`src/rtl/rx_seq_pkg.sv`:
```
package rx_seq_pkg;
  typedef enum logic [2:0] {
    ST_DLL_RST,
    ST_LOCK_WAIT,
    ST_UPD,
    ST_STOP,
    ST_READY,
    ST_RF_FRZ,
    ST_RF_UPD
  } seq_state_e;
endpackage

```
`src/rtl/rx_seq_lock_filt.sv`:
```
module rx_seq_lock_filt #(
  parameter int SYNC_STAGES = 2,
  parameter int LOCK_CYC    = 16
) (
  input  logic clk_i,
  input  logic rst_ni,
  input  logic lock_i,
  output logic lock_ok_o
);
  localparam int QW = $clog2(LOCK_CYC + 1);

  logic          lock_s;
  logic [QW-1:0] qual_q;

  generate
    if (SYNC_STAGES < 2) begin : g_sync1
      logic s_q;
      always_ff @(posedge clk_i or negedge rst_ni) begin
        if (!rst_ni) s_q <= 1'b0;
        else         s_q <= lock_i;
      end
      assign lock_s = s_q;
    end else begin : g_syncn
      logic [SYNC_STAGES-1:0] s_q;
      always_ff @(posedge clk_i or negedge rst_ni) begin
        if (!rst_ni) s_q <= '0;
        else         s_q <= {s_q[SYNC_STAGES-2:0], lock_i};
      end
      assign lock_s = s_q[SYNC_STAGES-1];
    end
  endgenerate

  // consecutive-high qualifier, saturating
  always_ff @(posedge clk_i or negedge rst_ni) begin
    if (!rst_ni)                        qual_q <= '0;
    else if (!lock_s)                   qual_q <= '0;
    else if (qual_q != QW'(LOCK_CYC))   qual_q <= qual_q + 1'b1;
  end

  assign lock_ok_o = (qual_q == QW'(LOCK_CYC));
endmodule

```
`src/rtl/rx_seq_ctr.sv`:
```
module rx_seq_ctr #(
  parameter int W = 4
) (
  input  logic         clk_i,
  input  logic         rst_ni,
  input  logic         clr_i,
  output logic [W-1:0] cnt_o
);
  always_ff @(posedge clk_i or negedge rst_ni) begin
    if (!rst_ni)           cnt_o <= '0;
    else if (clr_i)        cnt_o <= '0;
    else if (cnt_o != '1)  cnt_o <= cnt_o + 1'b1;
  end
endmodule

```
`src/rtl/rx_seq_fsm.sv`:
```
module rx_seq_fsm
  import rx_seq_pkg::*;
#(
  parameter int RST_CYC  = 8,
  parameter int STOP_CYC = 4,
  parameter int CW       = 4
) (
  input  logic          clk_i,
  input  logic          rst_ni,
  input  logic          lock_ok_i,
  input  logic          upd_req_i,
  input  logic [CW-1:0] cnt_i,
  output seq_state_e    st_o,
  output logic          clr_o
);
  seq_state_e st_q, st_d;

  always_comb begin
    st_d = st_q;
    unique case (st_q)
      ST_DLL_RST:   if (cnt_i == CW'(RST_CYC - 1)) st_d = ST_LOCK_WAIT;
      ST_LOCK_WAIT: if (lock_ok_i) st_d = ST_UPD;
      ST_UPD:       st_d = lock_ok_i ? ST_STOP : ST_LOCK_WAIT;
      ST_STOP: begin
        if (!lock_ok_i)                         st_d = ST_LOCK_WAIT;
        else if (cnt_i == CW'(STOP_CYC - 1))    st_d = ST_READY;
      end
      ST_READY: begin
        if (!lock_ok_i)     st_d = ST_LOCK_WAIT;
        else if (upd_req_i) st_d = ST_RF_FRZ;
      end
      ST_RF_FRZ:    st_d = lock_ok_i ? ST_RF_UPD : ST_LOCK_WAIT;
      ST_RF_UPD:    st_d = lock_ok_i ? ST_READY  : ST_LOCK_WAIT;
      default:      st_d = ST_DLL_RST;
    endcase
  end

  always_ff @(posedge clk_i or negedge rst_ni) begin
    if (!rst_ni) st_q <= ST_DLL_RST;
    else         st_q <= st_d;
  end

  assign st_o  = st_q;
  assign clr_o = (st_d != st_q);
endmodule

```
`src/rtl/rx_seq_outdec.sv`:
```
module rx_seq_outdec
  import rx_seq_pkg::*;
#(
  parameter int STOP_CYC = 4,
  parameter int CW       = 4
) (
  input  seq_state_e    st_i,
  input  logic [CW-1:0] cnt_i,
  output logic          dll_rst_o,
  output logic          freeze_o,
  output logic          upd_en_no,
  output logic          clk_stop_o,
  output logic          ddr_rst_o,
  output logic          ready_o
);
  localparam int GB_HOLD = STOP_CYC / 2;

  always_comb begin
    dll_rst_o  = (st_i == ST_DLL_RST);
    freeze_o   = st_i inside {ST_DLL_RST, ST_LOCK_WAIT, ST_UPD, ST_RF_FRZ, ST_RF_UPD};
    upd_en_no  = !(st_i inside {ST_UPD, ST_RF_UPD});
    clk_stop_o = (st_i == ST_STOP);
    // gearbox reset released mid-way through the stopped window
    ddr_rst_o  = st_i inside {ST_DLL_RST, ST_LOCK_WAIT, ST_UPD} ||
                 ((st_i == ST_STOP) && (cnt_i < CW'(GB_HOLD)));
    ready_o    = st_i inside {ST_READY, ST_RF_FRZ, ST_RF_UPD};
  end
endmodule

```
`src/rtl/rx_start_seq.sv`:
```
module rx_start_seq
  import rx_seq_pkg::*;
#(
  parameter int RST_CYC     = 8,
  parameter int LOCK_CYC    = 16,
  parameter int SYNC_STAGES = 2,
  parameter int STOP_CYC    = 4
) (
  input  logic clk_i,
  input  logic rst_ni,
  input  logic dll_lock_i,
  input  logic upd_req_i,
  output logic dll_rst_o,
  output logic freeze_o,
  output logic upd_en_no,
  output logic clk_stop_o,
  output logic ddr_rst_o,
  output logic ready_o
);
  localparam int MAX_WIN = (RST_CYC > STOP_CYC) ? RST_CYC : STOP_CYC;
  localparam int CW      = $clog2(MAX_WIN + 1);

  logic          lock_ok;
  logic          ctr_clr;
  logic [CW-1:0] cnt;
  seq_state_e    st;

  rx_seq_lock_filt #(.SYNC_STAGES(SYNC_STAGES), .LOCK_CYC(LOCK_CYC)) u_lock (
    .clk_i(clk_i), .rst_ni(rst_ni), .lock_i(dll_lock_i), .lock_ok_o(lock_ok)
  );

  rx_seq_ctr #(.W(CW)) u_ctr (
    .clk_i(clk_i), .rst_ni(rst_ni), .clr_i(ctr_clr), .cnt_o(cnt)
  );

  rx_seq_fsm #(.RST_CYC(RST_CYC), .STOP_CYC(STOP_CYC), .CW(CW)) u_fsm (
    .clk_i(clk_i), .rst_ni(rst_ni), .lock_ok_i(lock_ok), .upd_req_i(upd_req_i),
    .cnt_i(cnt), .st_o(st), .clr_o(ctr_clr)
  );

  rx_seq_outdec #(.STOP_CYC(STOP_CYC), .CW(CW)) u_dec (
    .st_i(st), .cnt_i(cnt),
    .dll_rst_o(dll_rst_o), .freeze_o(freeze_o), .upd_en_no(upd_en_no),
    .clk_stop_o(clk_stop_o), .ddr_rst_o(ddr_rst_o), .ready_o(ready_o)
  );
endmodule

```
`config.mk`:
```
export PLATFORM = sky130hd
export DESIGN_NAME = rx_start_seq
export DESIGN_NICKNAME = d
export VERILOG_FILES = /design/src/rtl/rx_seq_pkg.sv /design/src/rtl/rx_seq_lock_filt.sv /design/src/rtl/rx_seq_ctr.sv /design/src/rtl/rx_seq_fsm.sv /design/src/rtl/rx_seq_outdec.sv /design/src/rtl/rx_start_seq.sv
export SDC_FILE = /design/constraint.sdc
export NUM_CORES = 1
export LEC_CHECK = 0
export ABC_AREA = 1
export CAP_MARGIN = 10
export CORE_ASPECT_RATIO = 0.75
export CORE_MARGIN = 2
export CORE_UTILIZATION = 30
export CTS_BUF_LIST = sky130_fd_sc_hd__clkbuf_8
export CTS_CLUSTER_DIAMETER = 100
export DETAILED_ROUTE_END_ITERATION = 7
export SYNTH_ARGS = -nofsm -noshare
export SYNTH_HDL_FRONTEND = slang
export SYNTH_SLANG_ARGS = --single-unit
```
`constraint.sdc`:
```
create_clock -name clk_i -period 3.5 [get_ports clk_i]
set_clock_uncertainty 0.1 [all_clocks]
set_input_delay 0.7 -clock clk_i [delete_from_list [all_inputs] [get_ports clk_i]]
set_output_delay 0.7 -clock clk_i [all_outputs]
set_load 0.02 [all_outputs]
```
# ---- Word level (Yosys, flattened, before mapping)
# Index checks and enable logic that the tools add are counted.
dict set report totals {
  regBits 14
  latchBits 0
  mem_bits_rw 0
  romBits 0
  inputBits 4
  output_inout_bits 6
  elab_cells 43
  n_memories 0
}
dict set report op_classes {
  add_sub_neg 2
  n_mul 0
  div_mod_pow 0
  magnitude_cmp 1
  eq_ne 13
  shifts 0
  n_mux 14
  n_bitwise 0
  reduce_logical 9
}
# operator n
set op_table {}
lappend op_table {{3-bit 2-to-1 mux} 8}
lappend op_table {{3-bit one-hot mux with 7 select lines} 1}
lappend op_table {{5-bit 2-to-1 mux} 2}
lappend op_table {{3-bit equality test, second input constant} 3}
lappend op_table {{4-bit 2-to-1 mux} 2}
lappend op_table {{3-bit by 2-bit equality test with 1-bit output, second input constant} 2}
lappend op_table {{3-bit nonzero test} 2}
lappend op_table {{5-bit by 1-bit adder with 5-bit output, second input constant} 1}
lappend op_table {{5-bit equality test, second input constant} 1}
lappend op_table {{5-bit inequality test, second input constant} 1}
lappend op_table {{5-bit nonzero test} 1}
lappend op_table {{4-bit by 1-bit adder with 4-bit output, second input constant} 1}
lappend op_table {{4-bit by 2-bit equality test with 1-bit output, second input constant} 1}
lappend op_table {{4-bit by 3-bit equality test with 1-bit output, second input constant} 1}
lappend op_table {{4-bit by 2-bit < comparator with 1-bit output, second input constant} 1}
lappend op_table {{4-bit inequality test, second input constant} 1}
lappend op_table {{2-bit nonzero test} 2}
lappend op_table {{3-bit by 1-bit equality test with 1-bit output, second input constant} 1}
lappend op_table {{3-bit zero test} 1}
lappend op_table {{3-bit inequality test} 1}
lappend op_table {{2-bit 2-to-1 mux} 1}
lappend op_table {{2-bit inequality test, second input constant} 1}
lappend op_table {{1-bit logical AND} 1}
lappend op_table {{1-bit zero test} 1}
lappend op_table {{1-bit logical OR} 1}

# ---- Longest topological paths before layout
# Gate-level depths: netlist of the first run.
dict set report depth {
  ltp_word 6
  depth_mapped 10
  depth_no_buf 10
}

# ---- Cells and area by module
# Synthesis of the first run repeated with hierarchy kept, for this count alone.
dict set report hier_totals {
  cells_unflattened 123
  area_unflattened_um2 894.6
}
# mod instances cells_per_inst area_each_um2 seq_area_each_um2
set modules_own_cells {}
lappend modules_own_cells {rx_seq_lock_filt 1 38 336.6 175.2}
lappend modules_own_cells {rx_seq_fsm 1 45 290.3 75.1}
lappend modules_own_cells {rx_seq_ctr 1 26 201.4 100.1}
lappend modules_own_cells {rx_seq_outdec 1 14 66.3 0.0}

# ---- Worst setup path after synthesis of the first run
# No wires, ideal clock.
dict set report synth_timing {
  path_type {register -> output}
  startpoint {register u_fsm.st_q[0], in the netlist u_fsm.st_o[0]}
  endpoint {output port ddr_rst_o}
  t_arrival_ns 0.955
  required_time_ns 2.700
  slack_ns 1.745
  stages_incl_launch_ff 4
  n_path_buf 0
  cell_sequence {dfrtp_1 -> nand2_2 -> clkinv_2 -> a21oi_1}
}
dict set report synth_via {
  elab_chain_cells 3
  word_cells_on_any_way 7
  cone_classes {eq/ne: 3; reduce/logical: 4}
}
# item line
set synth_lines {}
lappend synth_lines {{start: declaration} rx_seq_fsm.sv:16} ;# seq_state_e st_q, st_d;
lappend synth_lines {{start signal: assignment} rx_seq_fsm.sv:40} ;# else st_q <= st_d;
lappend synth_lines {{3-bit by 1-bit equality test with 1-bit output, or another cell as far along} rx_seq_outdec.sv:24} ;# ddr_rst_o = st_i inside {ST_DLL_RST, ST_LOCK_WAIT, ST_UPD} ||
lappend synth_lines {{3-bit nonzero test / 1-bit logical AND (equally long branches)} {rx_seq_outdec.sv:24, rx_seq_outdec.sv:25}}
lappend synth_lines {{1-bit logical OR *} rx_seq_outdec.sv:24}
lappend synth_lines {{end: declaration} rx_start_seq.sv:17} ;# output logic ddr_rst_o,
# Every way passes the cells marked *; elsewhere a longest branch is shown, timed or not.

# ---- Final worst setup path of the first run
# Ends and elaborated chain as after synthesis.

==> results.cfg, run 1 <==
[critical_path]
crit_path_end_kind = output pin
r2r_end = u_ctr.cnt_o[2]
r2r-start = u_lock.qual_q[0]
crit_cells = 4
crit_type = reg2out
slowest_delay_ns = 0.62
arrival_ns = 1.66
reg2reg_depth = 10
start_kind = flop
crit_start = u_fsm.st_o[0]
cp_data_required_time_ns = 2.70
setup.worst_path.end = ddr_rst_o
path_cells = nand2_2, clkinv_2, a21oi_1, clkdlybuf4s50_1
r2r_slack_ns = 1.80
critical_path_buf_inv_count = 2
crit_fanout = 4
crit_family = buffers and inverters
cpMaxStageDelayCell = clkdlybuf4s50_1

[clock_network]
cts_made_buffers = 3
postCtsSetupRepairBufs = 0
hold_buffers = 0
max-clock-path-buffers = 2
cts.sinks = 14
cts_max_level = 1
tritoncts = done
clk_pin_slew_worst_paths_ns = 0.06
cts_root_buf = clkbuf_8
clkLatencyLatePin_ns = 0.25
cts-resized-gates = 0

[power_and_ir_drop]
cellPowerDensity_nw_per_um2 = 498
vdd_drop_max_uv = 253
power.leakage_uw = 0.000451

[timing]
fmax_mhz = 407
min_period_ns = 2.46
setup_slack_ns = 1.04
rsz0062_at_grt = false
hold_violations = 0
fin_crit_sh = 0.702
tightest_slew_ns = 0.629
slew_violations = 0
relSlewSlack = 0.580
setup_viol_count_final = 0
fin_tns_setup_ns = 0

[synthesis]
synth_cells = 103
syn_nets = 110
post_synth_num_cell_types = 19
synthMostInstantiatedCell = nor2_1
synth-seq-cells = 14
avgSynthCellArea_sq_um = 7.73
yosysSeqAreaShare = 0.440
yosysWarnings = 0
synth.area.top_cells = dfrtp_1 44%, nor2_1 8.0%, nand2_1 7.1%
synth-main-ff-cell = dfrtp_1
synth-edff-count = 0
synthArstFlopShare = 1.00
netlist_area_sq_um = 796
synth_commonest_cells = 17 x nor2_1, 15 x nand2_1, 14 x dfrtp_1
synth_top_area_frac = 0.440
synth_largest_area_cell = dfrtp_1

[flow_run]
maxCapViolations = 0

[routing]
drt_iter0_drc = 38
first_pass_iters = 4
ant_nets = 0
vias_per_cell = 4.28
num_vias = 650
wl_um = 1450
wl_per_cell_um = 9.56
drc_errors = 0

[layout]
drive_gt1_frac = 0.181
area_growth_syn_to_layout_pct = 23.9
antenna_cells = 0
layout.nets = 124

[die]
placementRows = 16
die_h_um = 48.6
core_sq_um = 2560
die_width_um = 63.5
die_area_sq_um = 3080
ios = 10
floorplan.initialDensity = 0.311

[global_routing]
grt_pass1_vias = 615
gr-usage-all-layers = 0.107
grt_overflow_total = 0
antenna_found_initial = 0
grt_pass1_wl_um = 2640
grt_max_degree = 15

[min_path]
hold_class = reg2reg

[run_status]
outcome = finished, final reports clean

[placement]
routabilityCongestion = 0.874
port-buffer-count = 9
place_ws_ns = 1.32
dp.final_hpwl_um = 1170
[report_power, final]
group | leakage, uW | internal, uW | switching, uW | total (uW)
registers | 0.000173 | 191 | 29.1 | 220
logic | 0.000249 | 52.9 | 62.8 | 116
clock network | 0.0000288 | 99.5 | 56.2 | 156
total | 0.000451 | 343 | 148 | 491
[final cells by class]
class / count / area, sq um
sequential: 14 / 350
clock buffer: 4 / 55.1
inverter: 16 / 61.3
multi-input combinational: 73 / 384
fill: 274 / 1580
timing repair buffer: 9 / 90.1
tap: 36 / 45.0
[sequential cells by signal (all words and copies together), names as in the netlist]
name and cells:
u_lock.qual_q 5, u_ctr.cnt_o 4, u_fsm.st_o 3, u_lock.g_syncn.s_q 2
[per-stage QoR]
stage	hold slack [ns]	total power, uW	util	cell area (sq um)	std cells
final	0.247	491	0.385	986	152
after CTS	0.252	499	0.385	986	152
after floorplan	0.231	312	-	796	103
after global placement	0.236	335	0.363	931	148
after detailed placement	0.239	341	0.363	931	148
after global routing	0.259	533	0.385	986	152
[cells by family (layout without fill, tap and decap cells)]
| family | count (synthesis) | in the layout | synth area share |
|---|---|---|---|
| buffers and inverters | 16 | 29 | 0.0770 |
| and+or+nand+nor | 56 | 56 | 0.338 |
| AOI/OAI and AO/OA | 12 | 12 | 0.0755 |
| adders and majority gates | 3 | 3 | 0.0472 |
| xor gates and xnor gates | 2 | 2 | 0.0220 |
| DFF | 14 | 14 | 0.440 |
[worst register-to-register path: cells and delay by family, from the launching register on]
family        cells  cell delay, ns
flops             1            0.42
fa+ha+maj         1            0.17
simple gates      7            0.73
buf+inv           2            0.20
[layout by cell type (no fill, tap or decap), drive strengths merged]
| cell type | count |
|---|---|
| nand3 | 10 |
| and2 | 1 |
| nand4 | 1 |
| or2 | 1 |
| nor2 | 21 |
| xnor2 | 2 |
| nand2 | 21 |
| ha | 3 |
| nand3b | 1 |
| inv | 15 |
| o21ai | 4 |
| clkinv | 1 |
| clkdlybuf4s50 | 9 |
| clkbuf | 4 |
| dfrtp | 14 |
| a21oi | 8 |
[worst min-delay path by stage]
stage | startpoint | endpoint | slack [ns] | cells past startpoint
after floorplan | u_lock.g_syncn.s_q[0] | u_lock.g_syncn.s_q[1] | 0.23 | 0
after global placement | u_lock.g_syncn.s_q[0] | u_lock.g_syncn.s_q[1] | 0.24 | 0
after detailed placement | u_lock.g_syncn.s_q[0] | u_lock.g_syncn.s_q[1] | 0.24 | 0
after CTS | u_lock.g_syncn.s_q[0] | u_lock.g_syncn.s_q[1] | 0.25 | 0
after global routing | u_lock.g_syncn.s_q[0] | u_lock.g_syncn.s_q[1] | 0.26 | 0
final | u_lock.g_syncn.s_q[0] | u_lock.g_syncn.s_q[1] | 0.25 | 0
[metal layers]
| metal | part of all wire | vias to the layer above | wire length (um) | track usage |
|---|---|---|---|---|
| met1 | 0.57 | 290 | 827 | 0.145 |
| met4 | 0.0089 | 0 | 13 | 0.0580 |
| met2 | 0.39 | 8 | 572 | 0.153 |
| li1 | - | 350 | - | - |
| met3 | 0.027 | 2 | 39 | 0.0326 |
| met5 | 0 | - | 0 | 0 |
Note: power is estimated with default switching activity, not from simulation.
==> inputs of run 2 (changes only) <==
==> constraint.sdc (replaced) <==
create_clock -name clk_i -period 2.2 [get_ports clk_i]
set_clock_uncertainty 0.1 [all_clocks]
set_input_delay 0.44 -clock clk_i [delete_from_list [all_inputs] [get_ports clk_i]]
set_output_delay 0.44 -clock clk_i [all_outputs]
set_load 0.02 [all_outputs]
==> results.cfg, run 2 (synthesis gave the netlist of run 1 again) <==
[routing]
wl_per_cell_um = 9.88
num_vias = 668
vias_per_cell = 4.39
wl_um = 1500
first_pass_iters = 4
drc_errors = 0
drt_iter0_drc = 16
ant_nets = 0

[global_routing]
gr-usage-all-layers = 0.108
grt_overflow_total = 0
antenna_found_initial = 0
grt_pass1_vias = 632
grt_max_degree = 15
grt_pass1_wl_um = 2590

[layout]
largest-register = u_lock.qual_q
layout.nets = 124
antenna_cells = 0
drive_gt1_frac = 0.181
largest_reg_flops = 5
final_util = 0.388
fillCellCount = 287
layout_common_cells = 17 x nor2_1, 15 x nand2_1, 14 x dfrtp_1
final_common_cell = nor2_1
seqCellArea_sq_um = 350
area_growth_syn_to_layout_pct = 24.8
multi_input_area_sq_um = 384

[critical_path]
crit_fanout = 4
crit_type = reg2out
slowest_delay_ns = 0.60
cp_data_required_time_ns = 1.66
cpMaxStageDelayCell = clkdlybuf4s50_1
crit_path_end_kind = output pin
path_cells = nand2_2, clkinv_2, nor2_4, clkdlybuf4s50_1
start_kind = flop
arrival_ns = 1.58

[min_path]
hold_class = reg2reg

[die]
die_width_um = 63.5
die_area_sq_um = 3080
ios = 10
placementRows = 16
floorplan.initialDensity = 0.311
core_sq_um = 2560
die_h_um = 48.6

[power_and_ir_drop]
p_total_uw = 788
cellPowerDensity_nw_per_um2 = 793
vdd_drop_max_uv = 329
power.leakage_uw = 0.000469

[placement]
routabilityCongestion = 0.875
dp.final_hpwl_um = 1170
port-buffer-count = 9

[timing]
setup_viol_count_final = 0
rsz0062_at_grt = false
fin_tns_setup_ns = 0
hold_violations = 0
tightest_slew_ns = 0.643
relSlewSlack = 0.570
fmax_mhz = 472
slew_violations = 0
fin_crit_sh = 0.963
min_period_ns = 2.12

[clock_network]
clk_pin_slew_worst_paths_ns = 0.06
cts_max_level = 1
cts.sinks = 14
hold_buffers = 0
cts_made_buffers = 3
postCtsSetupRepairBufs = 0
clkLatencyLatePin_ns = 0.25
cts_root_buf = clkbuf_8
max-clock-path-buffers = 2
tritoncts = done

[flow_run]
maxCapViolations = 0

[run_status]
outcome = finished, final reports clean
## run 2: cell type report
cell class / instances / share of cell area
clock buffers: 4 / 0.0554
inverters: 16 / 0.0617
multi-input cells: 73 / 0.387
flip-flops and latches: 14 / 0.353
well taps: 36 / 0.0453
repair buffers: 9 / 0.0982
## run 2: what timing repair did
item	CTS	global route
endpoints found under the setup margin	0	3
endpoints found under the hold margin	0	0
gates resized for setup	0	3
## run 2: per-stage QoR
step | hold slack [ns] | setup slack, ns | instances | cell area [sq um]
global route | 0.260 | 0.0273 | 152 | 993
detailed placement | 0.239 | 0.295 | 148 | 931
CTS | 0.252 | 0.0187 | 152 | 986
finish | 0.247 | 0.0823 | 152 | 993
floorplan | 0.0444 | 0.705 | 103 | 796
global placement | 0.236 | 0.285 | 148 | 931
## run 2: critical path: cells and delay by family (launching register included)
family        cells  cell delay, ns
simple gates      2            0.20
buf+inv           2            0.69
flops             1            0.42
## run 2: per-layer routing
layer  vias up  global-route usage  part of all wire
li1        353                   -                 -
met1       291               0.144              0.50
met2        17               0.151              0.42
met3         7              0.0372             0.051
met4         0              0.0652             0.030
met5         -                   0                 0
## run 2: final timing paths
| check | startpoint | endpoint | slack [ns] | cells past startpoint |
|---|---|---|---|---|
| max | u_fsm.st_o[0] | ready_o | 0.08 | 4 |
| min | u_lock.g_syncn.s_q[0] | u_lock.g_syncn.s_q[1] | 0.25 | 0 |
| max reg2reg | u_lock.qual_q[0] | u_ctr.cnt_o[2] | 0.50 | 10 |
| min reg2reg | u_lock.g_syncn.s_q[0] | u_lock.g_syncn.s_q[1] | 0.25 | 0 |
| max in group asynchronous | rst_ni | u_ctr.cnt_o[3] | 1.10 | 1 |
| min in group asynchronous | rst_ni | u_fsm.st_o[2] | 0.49 | 1 |
## run 2: report_power, final
group	total [uW]	switching, uW	internal [uW]	leakage, uW
sequential	350	46.9	303	0.000173
clock	250	91.0	159	0.0000288
combinational	188	104	84.3	0.000267
==> inputs of run 3 (changes only) <==
--- a/config.mk
+++ b/config.mk
@@ -13,6 +13,7 @@
 export CTS_BUF_LIST = sky130_fd_sc_hd__clkbuf_8
 export CTS_CLUSTER_DIAMETER = 100
 export DETAILED_ROUTE_END_ITERATION = 7
+export REMOVE_ABC_BUFFERS = 1
 export SYNTH_ARGS = -nofsm -noshare
 export SYNTH_HDL_FRONTEND = slang
 export SYNTH_SLANG_ARGS = --single-unit
==> results of run 3 <==
Same layout as run 2: the final DEF is identical, and so are final timing and power.
